### src/rtl/idx_mult_pkg.sv
package idx_mult_pkg;

    // r^e mod m, evaluated at elaboration to build the antilog table
    function automatic int pow_mod(input int base, input int e, input int m);
        int acc;
        acc = 1 % m;
        for (int k = 0; k < e; k++) begin
            acc = (acc * base) % m;
        end
        return acc;
    endfunction

endpackage

### src/rtl/idx_mod_adder.sv
// Dual-path adder modulo MODV: a+b and a+b-MODV are formed side by side,
// and the sign of the second one picks the result.
module idx_mod_adder #(
    parameter int MODV = 12,
    localparam int W = $clog2(MODV)
) (
    input  logic [W-1:0] opa,
    input  logic [W-1:0] opb,
    output logic [W-1:0] sum_mod
);
    localparam logic [W+1:0] MODW = (W + 2)'(MODV);

    logic [W+1:0] raw_sum;
    logic [W+1:0] red_sum;
    logic         unused_hi;

    always_comb begin
        raw_sum = {2'b00, opa} + {2'b00, opb};
        red_sum = raw_sum - MODW;
        sum_mod = red_sum[W+1] ? raw_sum[W-1:0] : red_sum[W-1:0];
    end

    assign unused_hi = ^{raw_sum[W+1:W], red_sum[W]};
endmodule

### src/rtl/idx_antilog.sv
// Combinational antilog table: residue = RADIX^idx mod MOD, for MOD-1 entries.
module idx_antilog #(
    parameter int MOD   = 13,
    parameter int RADIX = 2,
    localparam int IW   = $clog2(MOD - 1),
    localparam int RW   = $clog2(MOD),
    localparam int NENT = MOD - 1
) (
    input  logic [IW-1:0] idx,
    output logic [RW-1:0] res
);
    logic [RW-1:0] tbl [NENT];

    for (genvar e = 0; e < NENT; e++) begin : g_ent
        assign tbl[e] = RW'(idx_mult_pkg::pow_mod(RADIX, e, MOD));
    end

    always_comb begin
        if ({1'b0, idx} < (IW + 1)'(NENT)) begin
            res = tbl[idx];
        end else begin
            res = '0;
        end
    end
endmodule

### src/rtl/idx_mult_tap.sv
module idx_mult_tap #(
    parameter int MOD   = 13,
    parameter int RADIX = 2,
    localparam int IW   = $clog2(MOD - 1),
    localparam int RW   = $clog2(MOD)
) (
    input  logic          clk,
    input  logic          rst_n,
    input  logic          coef_ld,
    input  logic [IW-1:0] coef_idx_in,
    input  logic          coef_zero_in,
    input  logic          dat_vld,
    input  logic [IW-1:0] dat_idx,
    input  logic          dat_zero,
    output logic          prod_vld,
    output logic [RW-1:0] prod_res
);
    typedef struct packed {
        logic [IW-1:0] coef_idx;
        logic          coef_zero;
        logic          out_vld;
        logic [RW-1:0] out_res;
    } tap_state_t;

    localparam tap_state_t RST_VAL = '{coef_idx: '0, coef_zero: 1'b1,
                                       out_vld: 1'b0, out_res: '0};

    tap_state_t st_d;
    tap_state_t st_q;
    logic [IW-1:0] idx_sum;
    logic [RW-1:0] alog_res;
    logic          coef_zero_cur;
    logic [IW-1:0] coef_idx_cur;

    idx_mod_adder #(.MODV(MOD - 1)) u_add (
        .opa     (dat_idx),
        .opb     (st_q.coef_idx),
        .sum_mod (idx_sum)
    );

    idx_antilog #(.MOD(MOD), .RADIX(RADIX)) u_alog (
        .idx (idx_sum),
        .res (alog_res)
    );

    always_comb begin
        st_d = st_q;
        if (coef_ld) begin
            st_d.coef_idx  = coef_idx_in;
            st_d.coef_zero = coef_zero_in;
        end
        st_d.out_vld = dat_vld;
        if (dat_vld) begin
            // zero has no index: bypass the sum
            st_d.out_res = (dat_zero || st_q.coef_zero) ? '0 : alog_res;
        end
    end

    always_ff @(posedge clk or negedge rst_n) begin
        if (!rst_n) begin
            st_q <= RST_VAL;
        end else begin
            st_q <= st_d;
        end
    end

    assign prod_vld      = st_q.out_vld;
    assign prod_res      = st_q.out_res;
    assign coef_zero_cur = st_q.coef_zero;
    assign coef_idx_cur  = st_q.coef_idx;
endmodule

### config.mk
export PLATFORM = sky130hd
export DESIGN_NAME = idx_mult_tap
export DESIGN_NICKNAME = d
export VERILOG_FILES = /design/src/rtl/idx_mult_pkg.sv /design/src/rtl/idx_mod_adder.sv /design/src/rtl/idx_antilog.sv /design/src/rtl/idx_mult_tap.sv
export SDC_FILE = /design/constraint.sdc
export NUM_CORES = 1
export LEC_CHECK = 0
export BUFFER_PORTS_ARGS = -buffer_cell sky130_fd_sc_hd__clkbuf_2
export CORE_MARGIN = 2
export CORE_UTILIZATION = 52
export DETAILED_ROUTE_END_ITERATION = 16
export PLACE_DENSITY = 0.85
export SYNTH_ARGS = -nofsm -noshare
export SYNTH_HDL_FRONTEND = slang
export SYNTH_SLANG_ARGS = --single-unit
### constraint.sdc
create_clock -name clk -period 2.7 [get_ports clk]
set_input_delay 0.135 -clock clk [delete_from_list [all_inputs] [get_ports clk]]
set_output_delay 0.135 -clock clk [all_outputs]
set_load 0.005 [all_outputs]
==> results of run 1 <==
## metal layers
layer / vias up / part of all wire [%]
li1: 384 / -
met1: 359 / 40
met2: 56 / 49
met3: 10 / 7.5
met4: 0 / 3.3
met5: - / 0
## flip-flops by register name, indices dropped and copies added (netlist names)
signal,count
coef_idx_cur,4
coef_zero_cur,1
prod_vld,1
prod_res,4
## per-stage QoR
stage	std cells	hold WS [ns]	cell area, µm²	worst slack [ns]
global placement	121	0.00884	937	0.338
floorplan	91	-0.161	860	0.448
CTS	126	0.0478	983	0.276
detailed placement	121	0.0137	937	0.285
global route	126	0.0640	983	0.170
finish	126	0.0533	983	0.276
## cell type report
class | instances | area share [%]
Tap cell | 16 | 2.04
Inverter | 10 | 3.82
Sequential cell | 10 | 25.6
Clock buffer | 4 | 3.69
Timing Repair Buffer | 19 | 10.2
Multi-Input combinational cell | 67 | 54.7
## placed cells by master (no fill, tap or decap), types with 2 or more instances in the layout
master and count:
a21oi_1 2, nand3_1 2, inv_1 10, mux2_2 5
nand2_1 5, a31oi_1 5, o31ai_1 8, o21ai_0 2
a22oi_1 3, o32ai_1 4, dfrtp_1 9, nor2_1 3
ha_1 8, a211o_2 4, clkbuf_2 18, a21o_1 3
clkbuf_4 3
## how the worst max path moves through the flow
| stage | startpoint | to | slack [ns] | cells past startpoint |
|---|---|---|---|---|
| floorplan | coef_idx_cur[0] | prod_res[3] | 0.45 | 7 |
| global placement | coef_idx_cur[0] | prod_res[1] | 0.34 | 6 |
| detailed placement | coef_idx_cur[0] | prod_res[1] | 0.28 | 6 |
| CTS | coef_idx_cur[0] | prod_res[1] | 0.28 | 6 |
| global route | coef_idx_cur[0] | prod_res[2] | 0.17 | 7 |
| finish | coef_idx_cur[0] | prod_res[1] | 0.28 | 6 |
## synthesized netlist by cell type, drive strengths merged (4+ instances only)
cell   count  share of area, %
o32ai      4               4.1
ha         8                12
a31oi      5               3.6
nand2      6               2.9
buf        4               3.8
a211o      4               4.7
inv       10               4.4
dfrtp      9                26
o31ai      8               7.0
mux2       5               6.5
## where the power goes
group / switching, W / internal, W / leakage (nW)
sequential: 0.0000111 / 0.000170 / 0.123
clock: 0.0000576 / 0.0000820 / 0.0210
combinational: 0.000149 / 0.0000992 / 0.330
## worst reg2reg max path: stages, from the launching register on
cell and delay [ns]:
dfrtp_1 0.38, ha_1 0.22, fa_1 0.51, or4b_1 0.54, a41o_2 0.32, a22oi_1 0.20
o32ai_1 0.13
## cell families after synthesis
| family | count (synthesis) |
|---|---|
| flops | 10 |
| xor+xnor | 2 |
| mux | 5 |
| fa+ha+maj | 9 |
| compound gates | 34 |
| simple gates | 17 |
| buf+inv | 14 |
==> impl_metrics.yaml, run 1 <==
worst_setup_path:
  path_class: "reg2reg"
  cpMaxStageDelayCell: "or4b_1"
  cp_max_fo: 8
  reg2reg_depth: 6
  cp_num_buf_inv: 0
  r2r-start: "coef_idx_cur[0]"
  critical_path_required_ns: 2.85
  startpoint_type: "flip-flop"
  r2r_slack_ns: 0.28
  r2r-end: "prod_res[1]"
  path_cells: "ha_1, fa_1, or4b_1, a41o_2, a22oi_1, o32ai_1"
  end_kind: "flip-flop"
  path_delay_family: "adder cells"
  max_stage_delay_ns: 0.54
  worstPathArrival_ns: 2.57
timing:
  fin_crit_ns: 2.42
  finalSetupViolations: 0
  drv_slew: 0
  fin_crit_sh_pct: 89.8
  worst_pin_slew_ns: 0.539
  fmax_mhz: 413
  final.setup.tns_ns: 0
  rsz0062_at_grt: "no"
  max_slew_margin_pct: 63.8
  hold_viol_final: 0
  finClkSkew_ns: 0.00307
hold_path:
  min_path_type: "in2reg"
  whs_endpoint: "prod_vld"
  hp-start: "dat_vld"
  hold_depth: 1
drt:
  wl_per_cell_um: 16.1
  drcViolationCount: 0
  wirelength_mm: 2.03
  vias: 809
  first_pass_iters: 4
  drtIter0Drc: 46
  antenna_left: 0
  viasPerCell: 6.42
place:
  numPortBuffers: 18
  hpwlAfterDp_mm: 1.54
  gp_congestion: 0.847
clocking:
  clkSinkCount: 10
  cts_buffer_depth: 2
  cts_setup_buffers: 0
  numCtsBuffers: 3
  ctsResizeCount: 0
  cts.htree.levels: 1
  clockRootBuffer: "clkbuf_4"
  clkLatencyLatePin_ns: 0.27
  cts_tree: "done"
  cts_hold_buf: 1
  cts.reportedPaths.clkPinSlew_ns: 0.07
logic_synthesis:
  synth_fa_ha_area_share_pct: 14.0
  seq_area_frac_synth_pct: 29.3
  synthFlopType: "dfrtp_1"
  synthCells: 91
  ys_async_sr_fraction_pct: 100
  synthMuxAreaShare_pct: 6.55
  syn_avg_cell_area_um2: 9.45
  synth-compound-area-share_pct: 29.7
  synth_edf_count: 0
  syn_nets: 114
  yosys_warnings: 0
  synth-simple-area-share_pct: 10.3
  synth_top_family_by_area: "compound AO/OA/AOI/OAI gates"
  synth_xor_area_share_pct: 2.04
  syn-cell-area_um2: 860
  synth_seq_cells: 10
  synth.distinct_cells: 31
power_and_ir_drop:
  peakVddDrop_uv: 499
  powerDensity_mw_per_mm2: 578
  finalPower_w: 0.000569
  leakagePower_nw: 0.474
finish:
  fin_util_pct: 64.5
  multi_input_area_um2: 538
  area_growth_pct: 14.4
  seq_area_um2: 251
  diodes: 0
  fill_cells: 120
  drive_gt1_share_pct: 31.8
  nNetsFinal: 134
global_route:
  grt_max_degree: 11
  grt_overflow_total: 0
  grt_pass1_wl_mm: 3.28
  grtUsageMet2_pct: 38.0
  grt_util_met1_pct: 28.6
  grt_pass1_vias: 752
  grt-busiest-layer: "met2"
  use_met3_pct: 4.49
  antenna_found_initial: 0
  grt_usage_pct: 23.2
floorplan:
  io_pins: 19
  dieHeight_um: 44.7
  die_w_um: 44.7
  num_rows: 14
  core_area_mm2: 0.00152
  start_util_pct: 56.4
  die-area_mm2: 0.00199
status:
  status: "completed"
flow_run:
  maxCapViolCount: 0
Note: power is estimated with default switching activity, not from simulation.
==> run 2, diff against run 1 <==
--- a/config.mk
+++ b/config.mk
@@ -6,10 +6,13 @@
 export NUM_CORES = 1
 export LEC_CHECK = 0
 export BUFFER_PORTS_ARGS = -buffer_cell sky130_fd_sc_hd__clkbuf_2
+export CELL_PAD_IN_SITES_DETAIL_PLACEMENT = 0
+export CELL_PAD_IN_SITES_GLOBAL_PLACEMENT = 2
 export CORE_MARGIN = 2
-export CORE_UTILIZATION = 52
+export CORE_UTILIZATION = 32
 export DETAILED_ROUTE_END_ITERATION = 16
-export PLACE_DENSITY = 0.85
+export PLACE_DENSITY_LB_ADDON = 0.1
+export SKIP_LAST_GASP = 1
 export SYNTH_ARGS = -nofsm -noshare
 export SYNTH_HDL_FRONTEND = slang
 export SYNTH_SLANG_ARGS = --single-unit
==> run 2 against run 1 <==
  * Flip-flop and latch count did not move
  * Design area increased by 3.3%
  * Core utilization shrank 24 points
  * Worst setup slack better by 0.021 ns
  * Clock skew barely moved
  * Sequential power barely moved
  * Sequential share of layout area decreased by 0.82 points
  * Wire length barely moved
  * Clock power down 5%
  * Largest power group unchanged
  * Cell count increased by 13%
  * Critical path type unchanged
==> impl_metrics.yaml, run 2 (synthesis gave the netlist of run 1 again) <==
status:
  status: "completed"
drt:
  antenna_left: 0
  viasPerCell: 5.52
  first_pass_iters: 4
  drcViolationCount: 0
  wl_per_cell_um: 14.3
  drtIter0Drc: 24
  vias: 784
  wirelength_mm: 2.03
floorplan:
  num_rows: 18
  io_pins: 19
  die-area_mm2: 0.00312
  core_area_mm2: 0.00252
  die_w_um: 55.8
  start_util_pct: 34.1
  dieHeight_um: 55.8
timing:
  drv_slew: 0
  rsz0062_at_grt: "no"
  finalSetupViolations: 0
  hold_viol_final: 0
  final.setup.tns_ns: 0
  finClkSkew_ns: 0.00306
  worst_pin_slew_ns: 0.457
  fmax_mhz: 416
  fin_crit_ns: 2.40
  max_slew_margin_pct: 69.3
  fin_crit_sh_pct: 89.0
worst_setup_path:
  r2r_slack_ns: 0.30
  reg2reg_depth: 6
  r2r-end: "prod_res[2]"
  end_kind: "flip-flop"
  worstPathArrival_ns: 2.55
  startpoint_type: "flip-flop"
  r2r-start: "coef_idx_cur[0]"
  critical_path_required_ns: 2.84
  cp_max_fo: 8
  path_class: "reg2reg"
place:
  hpwlAfterDp_mm: 1.63
  gp_congestion: 0.734
  numPortBuffers: 18
hold_path:
  whs_endpoint: "prod_vld"
  min_path_type: "in2reg"
  hold_depth: 1
  hp-start: "dat_vld"
global_route:
  grt_pass1_wl_mm: 3.17
  grt_overflow_total: 0
  antenna_found_initial: 0
  grt_pass1_vias: 693
  grt_max_degree: 11
  use_met3_pct: 4.42
  grt_util_met1_pct: 17.9
  grt_usage_pct: 13.4
  grtUsageMet2_pct: 19.4
  grt-busiest-layer: "met2"
clocking:
  numCtsBuffers: 3
  cts.htree.levels: 1
  cts_buffer_depth: 2
  ctsResizeCount: 0
  clkSinkCount: 10
  cts.reportedPaths.clkPinSlew_ns: 0.07
  clkLatencyLatePin_ns: 0.26
  clockRootBuffer: "clkbuf_4"
  cts_tree: "done"
flow_run:
  maxCapViolCount: 0
power_and_ir_drop:
  powerDensity_mw_per_mm2: 561
  finalPower_w: 0.000570
  peakVddDrop_uv: 405
  leakagePower_nw: 0.483
finish:
  mostFrequentLayoutCells: "clkbuf_2, inv_1, dfrtp_1, o31ai_1, ha_1"
  area_growth_pct: 18.2
  final_common_cell: "clkbuf_2"
  nNetsFinal: 136
  diodes: 0
  drive_gt1_share_pct: 33.0
-- run 2: where the power goes --
part	switching [W]	total, W	internal (W)
Sequential	0.0000105	0.000180	0.000170
Clock	0.0000516	0.000133	0.0000818
Combinational	0.000150	0.000256	0.000106
-- run 2: layout make-up --
type / count / area [µm²]
well taps: 30 / 37.5
fillers: 260 / 1510
inverters: 10 / 37.5
clock buffers: 4 / 36.3
flip-flops and latches: 10 / 251
multi-input cells: 67 / 538
repair buffers: 21 / 115
-- run 2: metal layers --
metal  up-vias  routed length (µm)  share of wire [%]
li1        388                   -                  -
met4         0                  53                2.6
met1       367                 911                 45
met3         6                 102                5.0
met2        23                 961                 47
met5         -                   0                  0
-- run 2: worst max-delay path, stage by stage (launching register included) --
cell     delay, ns
dfrtp_1       0.38
ha_1          0.22
fa_1          0.51
or4b_1        0.54
a41o_2        0.31
a22oi_1       0.22
o32ai_1       0.12
-- run 2: repair_timing --
item / in CTS / in global routing
endpoints found under the hold margin: 10 / 0
setup buffers: 0 / 0
hold buffers: 1 / 0
-- run 2: stage by stage --
stage	area (µm²)	setup WS, ns	instances	utilization, %	hold WS, ns
6_report	1020	0.297	142	40.3	0.0675
5_1_grt	1020	0.205	142	40.3	0.0497
2_1_floorplan	860	0.448	91	-	-0.161
3_3_place_gp	970	0.329	137	38.4	0.0157
4_1_cts	1020	0.301	142	40.3	0.0536
3_5_place_dp	970	0.305	137	38.4	0.0144
-- run 2: how the worst max path moves through the flow --
stage               startpoint          end  slack [ns]  depth (start not counted)
3_3_place_gp   coef_idx_cur[0]  prod_res[2]        0.33                          6
3_5_place_dp   coef_idx_cur[0]  prod_res[1]        0.31                          6
5_1_grt        coef_idx_cur[0]  prod_res[2]        0.21                          6
6_report       coef_idx_cur[0]  prod_res[2]        0.30                          6
4_1_cts        coef_idx_cur[0]  prod_res[2]        0.30                          6
2_1_floorplan  coef_idx_cur[0]  prod_res[3]        0.45                          7
